### config.mk
export PLATFORM = sky130hd
export DESIGN_NAME = spi_block_eraser
export DESIGN_NICKNAME = d
export VERILOG_FILES = /design/src/rtl/spi_erase_pkg.sv /design/src/rtl/spi_byte_engine.sv /design/src/rtl/cs_gap_timer.sv /design/src/rtl/spi_block_eraser.sv
export SDC_FILE = /design/constraint.sdc
export NUM_CORES = 1
export LEC_CHECK = 0
export ABC_AREA = 1
export BUFFER_PORTS_ARGS = -buffer_cell sky130_fd_sc_hd__buf_2
export CORE_MARGIN = 5
export CORE_UTILIZATION = 35
export DETAILED_ROUTE_END_ITERATION = 8
export PLACE_DENSITY = 0.52
export SKIP_LAST_GASP = 1
export SYNTH_ARGS = -nofsm -noshare
export SYNTH_HDL_FRONTEND = slang
export SYNTH_SLANG_ARGS = --single-unit
### constraint.sdc
create_clock -name clk -period 3.3 [get_ports clk]
set_input_delay 0.33 -clock clk [delete_from_list [all_inputs] [get_ports clk]]
set_output_delay 0.33 -clock clk [all_outputs]
set_load 0.01 [all_outputs]
### src/rtl/spi_erase_pkg.sv
package spi_erase_pkg;
  typedef enum logic [1:0] {ST_IDLE, ST_SETUP, ST_XFER, ST_GAP} seq_state_t;
  typedef enum logic [1:0] {FR_WREN, FR_ERASE, FR_POLL} frame_kind_t;

  localparam logic [7:0] OP_WR_ENABLE = 8'h06;
  localparam logic [7:0] OP_RD_STATUS = 8'h05;
  localparam logic [7:0] OP_ERASE_32K = 8'h52;
  localparam logic [7:0] OP_ERASE_64K = 8'hD8;

  // Keep only the block-select bits of a byte address.
  function automatic logic [23:0] block_mask(input logic big);
    return big ? 24'hFF_0000 : 24'hFF_8000;
  endfunction
endpackage

### src/rtl/spi_byte_engine.sv
// Shifts one byte out MSB first in SPI mode 0 and keeps the last bit sampled.
module spi_byte_engine #(
  parameter int CLK_DIV = 4
) (
  input  logic       clk,
  input  logic       rst,
  input  logic       go_i,
  input  logic [7:0] tx_i,
  input  logic       miso_i,
  output logic       sck_o,
  output logic       mosi_o,
  output logic       rx_bit_o,
  output logic       byte_done_o
);
  localparam int DIV_W = (CLK_DIV > 1) ? $clog2(CLK_DIV) : 1;

  logic [DIV_W-1:0] div_cnt;
  logic [7:0]       shreg;
  logic [2:0]       bit_cnt;
  logic             active;

  always_ff @(posedge clk) begin
    byte_done_o <= 1'b0;
    if (rst) begin
      div_cnt  <= '0;
      shreg    <= '0;
      bit_cnt  <= '0;
      active   <= 1'b0;
      sck_o    <= 1'b0;
      mosi_o   <= 1'b0;
      rx_bit_o <= 1'b0;
    end else if (go_i) begin
      active  <= 1'b1;
      shreg   <= tx_i;
      mosi_o  <= tx_i[7];
      div_cnt <= '0;
      bit_cnt <= '0;
      sck_o   <= 1'b0;
    end else if (active) begin
      if (div_cnt == DIV_W'(CLK_DIV - 1)) begin
        div_cnt <= '0;
        sck_o   <= ~sck_o;
        if (!sck_o) begin
          rx_bit_o <= miso_i;                 // rising edge: sample
        end else begin
          bit_cnt <= bit_cnt + 3'd1;          // falling edge: advance
          if (bit_cnt == 3'd7) begin
            active      <= 1'b0;
            byte_done_o <= 1'b1;
          end else begin
            shreg  <= {shreg[6:0], 1'b0};
            mosi_o <= shreg[6];
          end
        end
      end else begin
        div_cnt <= div_cnt + DIV_W'(1);
      end
    end
  end
endmodule

### src/rtl/cs_gap_timer.sv
// Emits a one-cycle pulse CS_GAP cycles after a load pulse.
module cs_gap_timer #(
  parameter int CS_GAP = 8
) (
  input  logic clk,
  input  logic rst,
  input  logic load_i,
  output logic expired_o
);
  localparam int CW = (CS_GAP > 1) ? $clog2(CS_GAP) : 1;

  logic [CW-1:0] cnt;
  logic          running;

  always_ff @(posedge clk) begin
    expired_o <= 1'b0;
    if (rst) begin
      cnt     <= '0;
      running <= 1'b0;
    end else if (load_i) begin
      cnt     <= CW'(CS_GAP - 1);
      running <= 1'b1;
    end else if (running) begin
      if (cnt == '0) begin
        running   <= 1'b0;
        expired_o <= 1'b1;
      end else begin
        cnt <= cnt - CW'(1);
      end
    end
  end
endmodule

### src/rtl/spi_block_eraser.sv
module spi_block_eraser
  import spi_erase_pkg::*;
#(
  parameter int CLK_DIV   = 4,
  parameter int CS_GAP    = 8,
  parameter int MAX_POLLS = 200000
) (
  input  logic        clk,
  input  logic        rst,
  input  logic        start_i,
  input  logic [23:0] addr_i,
  input  logic        size64_i,
  output logic        busy_o,
  output logic        done_o,
  output logic        timeout_o,
  output logic        sck_o,
  output logic        cs_n_o,
  output logic        mosi_o,
  input  logic        miso_i
);
  localparam int PW = $clog2(MAX_POLLS + 1);

  seq_state_t  state;
  frame_kind_t frame;
  logic [1:0]  byte_idx;
  logic [1:0]  last_idx;
  logic [23:0] addr_q;
  logic        big_q;
  logic [PW-1:0] poll_cnt;
  logic        finish_q;
  logic        tout_q;
  logic        go;
  logic [7:0]  tx_byte;
  logic        rx_bit;
  logic        byte_done;
  logic        gap_load;
  logic        gap_exp;

  spi_byte_engine #(.CLK_DIV(CLK_DIV)) u_engine (
    .clk(clk), .rst(rst), .go_i(go), .tx_i(tx_byte), .miso_i(miso_i),
    .sck_o(sck_o), .mosi_o(mosi_o), .rx_bit_o(rx_bit), .byte_done_o(byte_done)
  );

  cs_gap_timer #(.CS_GAP(CS_GAP)) u_gap (
    .clk(clk), .rst(rst), .load_i(gap_load), .expired_o(gap_exp)
  );

  // Byte to send for the current frame and position.
  always_comb begin
    tx_byte  = 8'h00;
    last_idx = 2'd0;
    case (frame)
      FR_WREN: tx_byte = OP_WR_ENABLE;
      FR_ERASE: begin
        last_idx = 2'd3;
        case (byte_idx)
          2'd0: tx_byte = big_q ? OP_ERASE_64K : OP_ERASE_32K;
          2'd1: tx_byte = addr_q[23:16];
          2'd2: tx_byte = addr_q[15:8];
          default: tx_byte = addr_q[7:0];
        endcase
      end
      FR_POLL: begin
        last_idx = 2'd1;
        tx_byte  = (byte_idx == 2'd0) ? OP_RD_STATUS : 8'h00;
      end
      default: tx_byte = 8'h00;
    endcase
  end

  always_ff @(posedge clk) begin
    go        <= 1'b0;
    gap_load  <= 1'b0;
    done_o    <= 1'b0;
    timeout_o <= 1'b0;
    if (rst) begin
      state    <= ST_IDLE;
      frame    <= FR_WREN;
      byte_idx <= '0;
      addr_q   <= '0;
      big_q    <= 1'b0;
      poll_cnt <= '0;
      finish_q <= 1'b0;
      tout_q   <= 1'b0;
      busy_o   <= 1'b0;
      cs_n_o   <= 1'b1;
    end else begin
      case (state)
        ST_IDLE: if (start_i) begin
          addr_q   <= addr_i & block_mask(size64_i);
          big_q    <= size64_i;
          frame    <= FR_WREN;
          byte_idx <= '0;
          poll_cnt <= '0;
          finish_q <= 1'b0;
          tout_q   <= 1'b0;
          busy_o   <= 1'b1;
          state    <= ST_SETUP;
        end
        ST_SETUP: begin
          cs_n_o <= 1'b0;
          go     <= 1'b1;
          state  <= ST_XFER;
        end
        ST_XFER: if (byte_done) begin
          if (byte_idx == last_idx) begin
            cs_n_o   <= 1'b1;
            gap_load <= 1'b1;
            state    <= ST_GAP;
            if (frame == FR_POLL) begin
              poll_cnt <= poll_cnt + PW'(1);
              if (!rx_bit) begin
                finish_q <= 1'b1;
              end else if (poll_cnt == PW'(MAX_POLLS - 1)) begin
                finish_q <= 1'b1;
                tout_q   <= 1'b1;
              end
            end
          end else begin
            byte_idx <= byte_idx + 2'd1;
            go       <= 1'b1;
          end
        end
        ST_GAP: if (gap_exp) begin
          if (finish_q) begin
            done_o    <= 1'b1;
            timeout_o <= tout_q;
            busy_o    <= 1'b0;
            state     <= ST_IDLE;
          end else begin
            byte_idx <= '0;
            frame    <= (frame == FR_WREN) ? FR_ERASE : FR_POLL;
            state    <= ST_SETUP;
          end
        end
        default: state <= ST_IDLE;
      endcase
    end
  end
endmodule

==> out/metrics.cfg, run 1 <==
[worst_setup_path]
critical_path_buf_inv_count = 3
worstPathRequired_ps = 3580
crit_fanout = 12
worst_path_most_repeated_cell = nand2_1
critPathMaxStageDelay_ps = 380
crit_arrival_ps = 2470
critPathKind = reg -> reg
crit_slowest_cell = dfxtp_1
cp-end-kind = flip-flop
start_kind = flip-flop
crit_path_cell_trace = inv_1 > ha_1 > nand2_1 > clkinv_1 > nand2_1 > nand2_1 > clkinv_1 > o21ai_0 > a21oi_1
critPathTopFamily = buffers and inverters

[clock_network]
post_cts_resized = 0
path_clk_slew_ps = 70
post_cts_buffers = 0
h-tree-depth = 3
clockBufferDepth = 2
cts_root_buf = clkbuf_8
cts_hold_buf = 0
cts_sinks = 64
cts_tree = yes
clock_latency_ps = 350
cts_made_buffers = 9

[logic_synthesis]
ys_types = 39
yosysTopAreaCell = dfxtp_1
syn-num-nets = 503
synth_seq_area_share = 0.394
yosysWarnings = 0
synth_seq_cells = 64
syn_inst = 456
async_flop_share = 0
ys.flop_type = dfxtp_1
syn-cell-area_mm2 = 0.00326
synth.avg_cell_area_um2 = 7.14
synth_area_leaders = dfxtp_1 (39%), nand2_1 (11%), ha_1 (6.9%)
synthTopCellsByCount = nand2_1 (93), dfxtp_1 (64), nor2_1 (57), inv_1 (53), a21oi_1 (43)
synth.most_common_cell = nand2_1
netlist.area_leader.share = 0.394
synth_edf_count = 0

[placement]
dp_hpwl_um = 5350
dpl.cell_count = 579
io_buffers = 19
gp_congestion = 0.822

[sta]
finClkSkew_ps = 12.2
period_needed_ps = 2190
slew_viol_final = 0
maxSlewHeadroom = 0.635
fmax_mhz = 457
min_period_over_period = 0.664
fin_tns_setup_ps = 0
finalSetupViolations = 0
rsz0062_at_grt = false
whs_ps = 223
hold_viol = 0
worst_pin_slew_ps = 546

[floorplan]
die_y_um = 106
initial_core_util = 0.356
rows = 35
dieArea_mm2 = 0.0113
die_w_um = 106
ioPinCount = 35
core_area_mm2 = 0.00915

[final_layout]
areaGrowthSynthToFinish_pct = 13.0
final_cells = 595
drive_above_1_share = 0.128
multiInputGateArea_mm2 = 0.00170
fill_cells = 970
fin_util = 0.402
seq_area_mm2 = 0.00128
nets = 526
antennaDiodeCount = 0

[global_routing]
grt_pass1_vias = 2920
grt_max_degree = 27
antenna_found_initial = 0
grt_usage = 0.144
grt_pass1_wl_um = 13100
gr-total-overflow = 0

[routing]
wl_met1_um = 3520
ant_nets = 0
top_layer_used = met4
wl_met2_um = 3540
drtIter0Drc = 126
drc = 0
dr_wl_met3_um = 235
viasPerCell = 4.85
dr_total_vias = 2887
first_pass_iters = 5
routed_wl_um = 7420
wl_per_cell_um = 12.5

[flow_run]
drv_cap = 0

[power_and_ir_drop]
leakage_nw = 1.47
peakVddDrop_mv = 0.275
finalPower_mw = 2.27
power_density_mw_per_mm2 = 616

[hold_path]
hp-class = in -> reg

[outcome]
status = finished clean

## state kept, by name, indices dropped and copies added, names as in the netlist, 2 cells and up
register,count
poll_cnt,18
addr_q,9
u_engine.shreg,7
u_engine.bit_cnt,3
u_gap.cnt,3
byte_idx,2
frame,2
state,2
u_engine.div_cnt,2
## placed cells by master (no fill, tap or decap), drive strengths merged, types with 2 or more instances in the layout
cell type   n
nand3      23
ha         18
nand2      99
clkinv      4
a211oi      3
nand4      12
buf        21
a21oi      45
bufinv      2
dfxtp      64
or2         4
clkbuf     11
o21ai      33
a31oi       4
nor2       66
nor3        6
inv        57
nor4        3
clkinvlp    2
## logic make-up after synthesis
kind of cell / share of synthesized area
compound gates: 0.150
fa+ha+maj: 0.0692
flops: 0.394
buf+inv: 0.0842
simple gates: 0.300
xor+xnor: 0.00269
## layout make-up
type                            instances  area share
Multi-Input combinational cell        323       0.462
Sequential cell                        64       0.348
Inverter                               60      0.0619
Clock buffer                           11      0.0384
Tap cell                              111      0.0377
Timing Repair Buffer                   21      0.0299
Clock inverter                          5      0.0218
## stage by stage
stage	setup WS [ps]	cell area, um2
after floorplan	1720	3260
after global placement	1130	3460
after detailed placement	1080	3460
after CTS	1060	3680
after global routing	795	3680
final	1110	3680
## worst paths after layout
path,cells past startpoint,startpoint,end,slack (ps)
worst max-delay path,9,state[0],poll_cnt[9],1110
worst min-delay path,3,addr_i[19],addr_q[19],220
worst max register to register,9,state[0],poll_cnt[9],1110
worst min register to register,2,cs_n_o,cs_n_o,450
## where the power goes
group / total (mW) / internal, mW / leakage (nW) / switching (mW)
Sequential: 0.913 / 0.858 / 0.519 / 0.0549
Combinational: 0.592 / 0.195 / 0.844 / 0.397
Clock: 0.762 / 0.445 / 0.106 / 0.317
## metal layers
metal | GRT usage | up-vias
met5 | 0 | -
met3 | 0.0425 | 13
li1 | - | 1529
met4 | 0.0557 | 0
met1 | 0.175 | 1308
met2 | 0.242 | 37
## worst register-to-register path, delay by kind of cell (launching register included)
family | cells | cell delay (ps)
DFF | 1 | 380
and+or+nand+nor | 3 | 580
AOI/OAI and AO/OA | 2 | 260
buffers and inverters | 3 | 650
adders and majority gates | 1 | 260
Power figures use the tool's default switching activity.
==> inputs of run 2 (changes only) <==
Settings changed: PLACE_DENSITY 0.52 to 0.54.
Clock period 3.3 ns to 1.9 ns, I/O delays scaled along.
==> out/metrics.cfg, run 2 (synthesis gave the netlist of run 1 again) <==
[final_layout]
final_cells = 602
final_common_cell = nand2_1
areaGrowthSynthToFinish_pct = 13.9
reg.largest.list = poll_cnt x18, addr_q x9, u_engine.shreg x7
antennaDiodeCount = 0
largest_reg_flops = 18
postLayoutCellArea_mm2 = 0.00371
final_cell_mix = nand2_1 (93), dfxtp_1 (62), nor2_1 (57), inv_1 (53), a21oi_1 (43)
drive_above_1_share = 0.151
largest-register = poll_cnt
nets = 534
fin_util = 0.405
fill_cells = 976

[power_and_ir_drop]
power_frac_seq = 0.421
p_comb_frac = 0.300
leakage_nw = 1.49
peakVddDrop_mv = 0.423
power.internal_mw = 2.43
power_density_mw_per_mm2 = 1020
power_frac_clock = 0.279
p_sw_frac = 0.355
p_sw_mw = 1.34

[sta]
slew_viol_final = 0
maxSlewHeadroom = 0.726
period_needed_ps = 1740
hold_viol = 0
fin_tns_setup_ps = 0
worst_pin_slew_ps = 411
setup_slack_ps = 159
min_period_over_period = 0.916
finalSetupViolations = 0
finClkSkew_ps = 6.46
fmax_mhz = 574
rsz0062_at_grt = false

[hold_path]
hp-class = in -> reg
whs_path_depth = 3
min-delay-start = addr_i[22]

[clock_network]
cts_tree = yes
cts_root_buf = clkbuf_8
clock_latency_ps = 340
cts_made_buffers = 9
cts_sinks = 64
cts_hold_buf = 0
path_clk_slew_ps = 70
h-tree-depth = 3
clockBufferDepth = 2

[worst_setup_path]
r2r_start = state[0]
crit_fanout = 15
critPathKind = reg -> reg
crit_arrival_ps = 1970
cp-end-kind = flip-flop
crit_path_cell_trace = inv_1 > ha_1 > inv_2 > nand2_1 > nand2_4 > nand2_8 > buf_4 > o21ai_0 > a21oi_1
reg2reg_depth = 9
worstPathRequired_ps = 2130
start_kind = flip-flop
crit_slowest_cell = dfxtp_1
critPathMaxStageDelay_ps = 380
crit_start = state[0]

[global_routing]
grt_pass1_vias = 2822
grt_pass1_wl_um = 12700
grt_max_degree = 19
gr-total-overflow = 0
grt_usage = 0.139
antenna_found_initial = 0

[placement]
placedInstanceArea_mm2 = 0.00349
io_buffers = 19
gp_congestion = 0.833
dp_hpwl_um = 5540
dp_slack_ps = 70.4
dpl.cell_count = 583

[floorplan]
die_y_um = 106
dieArea_mm2 = 0.0113
die_w_um = 106
initial_core_util = 0.356
core_area_mm2 = 0.00915
ioPinCount = 35
rows = 35

[flow_run]
drv_cap = 0

[routing]
routed_wl_um = 7530
first_pass_iters = 4
drtIter0Drc = 96
drc = 0
wl_per_cell_um = 12.5
viasPerCell = 4.92
ant_nets = 0
dr_total_vias = 2959

[outcome]
status = finished clean

[run 2: cell types whose count changed in the layout (fill, tap and decap cells not counted), sizes merged]
cell and delta:
buf +8, bufinv -2, clkbuf +1, clkinv +1, clkinvlp -1
[run 2: stage by stage]
step | power (mW) | hold slack (ps)
after CTS | 3.77 | 79.7
final | 3.78 | 97.4
after detailed placement | 2.70 | 440
after floorplan | 2.41 | 349
after global placement | 2.67 | 439
after global routing | 4.06 | 95.6
[run 2: repair_timing]
action,CTS,global route
resized for setup,0,7
buffers inserted,0,4
endpoints found under the setup margin,0,3
[run 2: worst paths after layout]
kind / slack, ps / endpoint
hold / removal: 100 / addr_q[22]
setup reg to reg: 160 / poll_cnt[2]
hold reg to reg: 450 / u_gap.expired_o
setup / recovery: 160 / poll_cnt[2]
[run 2: critical path, delay by kind of cell, from the launching register on]
| kind | cells | cell delay [ps] |
|---|---|---|
| flip-flops | 1 | 380 |
| buffers and inverters | 3 | 370 |
| AND/OR/NAND/NOR | 3 | 370 |
| adder cells (fa/ha/maj) | 1 | 270 |
| AO/OA/AOI/OAI | 2 | 240 |
[run 2: layout make-up]
class                   instances  area, um2  area share
clock buffers                  12        155      0.0418
clock inverters                 3       17.5     0.00472
inverters                      60        233      0.0628
multi-input cells             323       1710       0.461
flip-flops and latches         64       1280       0.346
well taps                     111        139      0.0374
repair buffers                 29        170      0.0459
[run 2: per-layer routing]
layer / global-route usage / vias to the layer above / routed length (um)
met3: 0.0328 / 11 / 185
met1: 0.166 / 1360 / 3500
met2: 0.244 / 35 / 3740
met5: 0 / - / 0
li1: - / 1553 / -
met4: 0.0447 / 0 / 106
[run 2: power by group through the flow]
| stage | combinational, mW | clock (mW) | sequential (mW) |
|---|---|---|---|
| after global placement | 1.05 | 0 | 1.62 |
| after floorplan | 0.811 | 0 | 1.60 |
| after CTS | 1.09 | 1.09 | 1.59 |
| final | 1.13 | 1.05 | 1.59 |
| after detailed placement | 1.08 | 0 | 1.62 |
| after global routing | 1.29 | 1.16 | 1.61 |
==> inputs of run 3 (changes only) <==
Clock period 1.9 ns to 1.6 ns, I/O delays scaled along.
==> out/metrics.cfg, run 3 (synthesis gave the netlist of run 1 again) <==
[outcome]
status = finished clean

[routing]
wl_per_cell_um = 12.3
ant_nets = 0
first_pass_iters = 4
viasPerCell = 4.80
drtIter0Drc = 123
dr_total_vias = 3012
drc = 0
routed_wl_um = 7690

[final_layout]
final_common_cell = nand2_1
largest_reg_flops = 18
areaGrowthSynthToFinish_pct = 24.8
final_cells = 627
final_cell_mix = nand2_1 (84), dfxtp_1 (60), nor2_1 (54), inv_1 (46), a21oi_1 (41)
antennaDiodeCount = 0
fin_util = 0.444
drive_above_1_share = 0.252
largest-register = poll_cnt
nets = 558
reg.largest.list = poll_cnt x18, addr_q x9, u_engine.shreg x7

[floorplan]
rows = 35
die_y_um = 106
initial_core_util = 0.356
core_area_mm2 = 0.00915
ioPinCount = 35
dieArea_mm2 = 0.0113
die_w_um = 106

[sta]
fmax_mhz = 647
hold_viol = 0
period_needed_ps = 1540
finalSetupViolations = 0
whs_ps = 68.1
fin_tns_setup_ps = 0
min_period_over_period = 0.965
worst_pin_slew_ps = 405
slew_viol_final = 0
finClkSkew_ps = 9.66
maxSlewHeadroom = 0.730
rsz0062_at_grt = true

[worst_setup_path]
crit_fanout = 6
start_kind = flip-flop
critPathKind = reg -> reg
cp-end-kind = flip-flop
worstPathRequired_ps = 1830
crit_arrival_ps = 1770

[clock_network]
clock_latency_ps = 340
clockBufferDepth = 2
h-tree-depth = 3
cts_made_buffers = 9
path_clk_slew_ps = 70
cts_sinks = 64
cts_root_buf = clkbuf_8
cts_tree = yes

[power_and_ir_drop]
p_sw_frac = 0.352
power_frac_seq = 0.380
peakVddDrop_mv = 0.478
power_frac_clock = 0.265
p_sw_mw = 1.75
finalPower_mw = 4.97
leakage_nw = 1.62
power.internal_mw = 3.22
power_density_mw_per_mm2 = 1220
p_comb_frac = 0.355

[global_routing]
antenna_found_initial = 0
grt_max_degree = 19
grt_pass1_wl_um = 12900
grt_pass1_vias = 2881
grt_usage = 0.141
gr-total-overflow = 0

[placement]
gp_congestion = 0.814
dpl.cell_count = 605
io_buffers = 19
dp_hpwl_um = 5520

[flow_run]
drv_cap = 0

[hold_path]
hp-class = in -> reg

## run 3: cell count changes in the layout (fill, tap and decap cells not counted), moves of 3 or more
cell,change
buf_4,+18
buf_6,+4
clkinv_1,-3
ha_1,-4
ha_4,+4
inv_1,-7
inv_2,+7
nand2_1,-9
nand2_2,+8
nor2_1,-3
o21ai_0,-8
o21ai_1,+6
## run 3: layout make-up
type                    instances  area, um2
multi-input cells             324       1850
repair inverters                1       7.51
fillers                       964       5090
repair buffers                 51        350
clock inverters                 2       12.5
well taps                     111        139
clock buffers                  14        173
flip-flops and latches         64       1290
inverters                      60        245
## run 3: critical path, cell delays in order, from the launching register on
cell,delay (ps)
dfxtp_2,340
inv_2,50
ha_4,240
inv_2,40
nand2_1,50
nand2_2,80
nand2_4,70
nand2_8,100
buf_6,120
nand2_8,70
nor2_4,120
nand2_1,60
nand2_1,50
a21oi_1,40
## run 3: final timing paths
check           startpoint         endpoint  slack (ps)  depth (start not counted)
max               frame[0]      poll_cnt[6]          60                         13
min reg2reg  u_gap.running  u_gap.expired_o         450                          2
max reg2reg       frame[0]      poll_cnt[6]          60                         13
min             addr_i[18]       addr_q[18]          70                          3
## run 3: layer usage
metal / vias up / GRT usage / share of wire
li1: 1598 / - / -
met1: 1379 / 0.167 / 0.46
met2: 24 / 0.250 / 0.50
met3: 11 / 0.0322 / 0.021
met4: 0 / 0.0447 / 0.014
met5: - / 0 / 0
## run 3: per-stage QoR
step           setup slack, ps  area (um2)
2_1_floorplan             23.7        3260
3_3_place_gp             -41.3        3650
3_5_place_dp              -103        3650
4_1_cts                  -3.08        3890
5_1_grt                  -54.7        4060
6_report                  55.6        4060
## run 3: timing repair
item / CTS / global route
pin swaps: 3 / 18
hold buffers: 0 / 0
setup endpoints to repair: 17 / 28
gates resized for setup: 15 / 47
gates cloned: 1 / 1
buffers inserted: 0 / 4
## run 3: power by group through the flow
stage | clock [mW] | combinational, mW | sequential, mW
floorplan | 0 | 0.962 | 1.90
global route | 1.41 | 1.98 | 1.91
finish | 1.32 | 1.76 | 1.89
CTS | 1.36 | 1.57 | 1.88
detailed placement | 0 | 1.50 | 1.91
global placement | 0 | 1.48 | 1.91
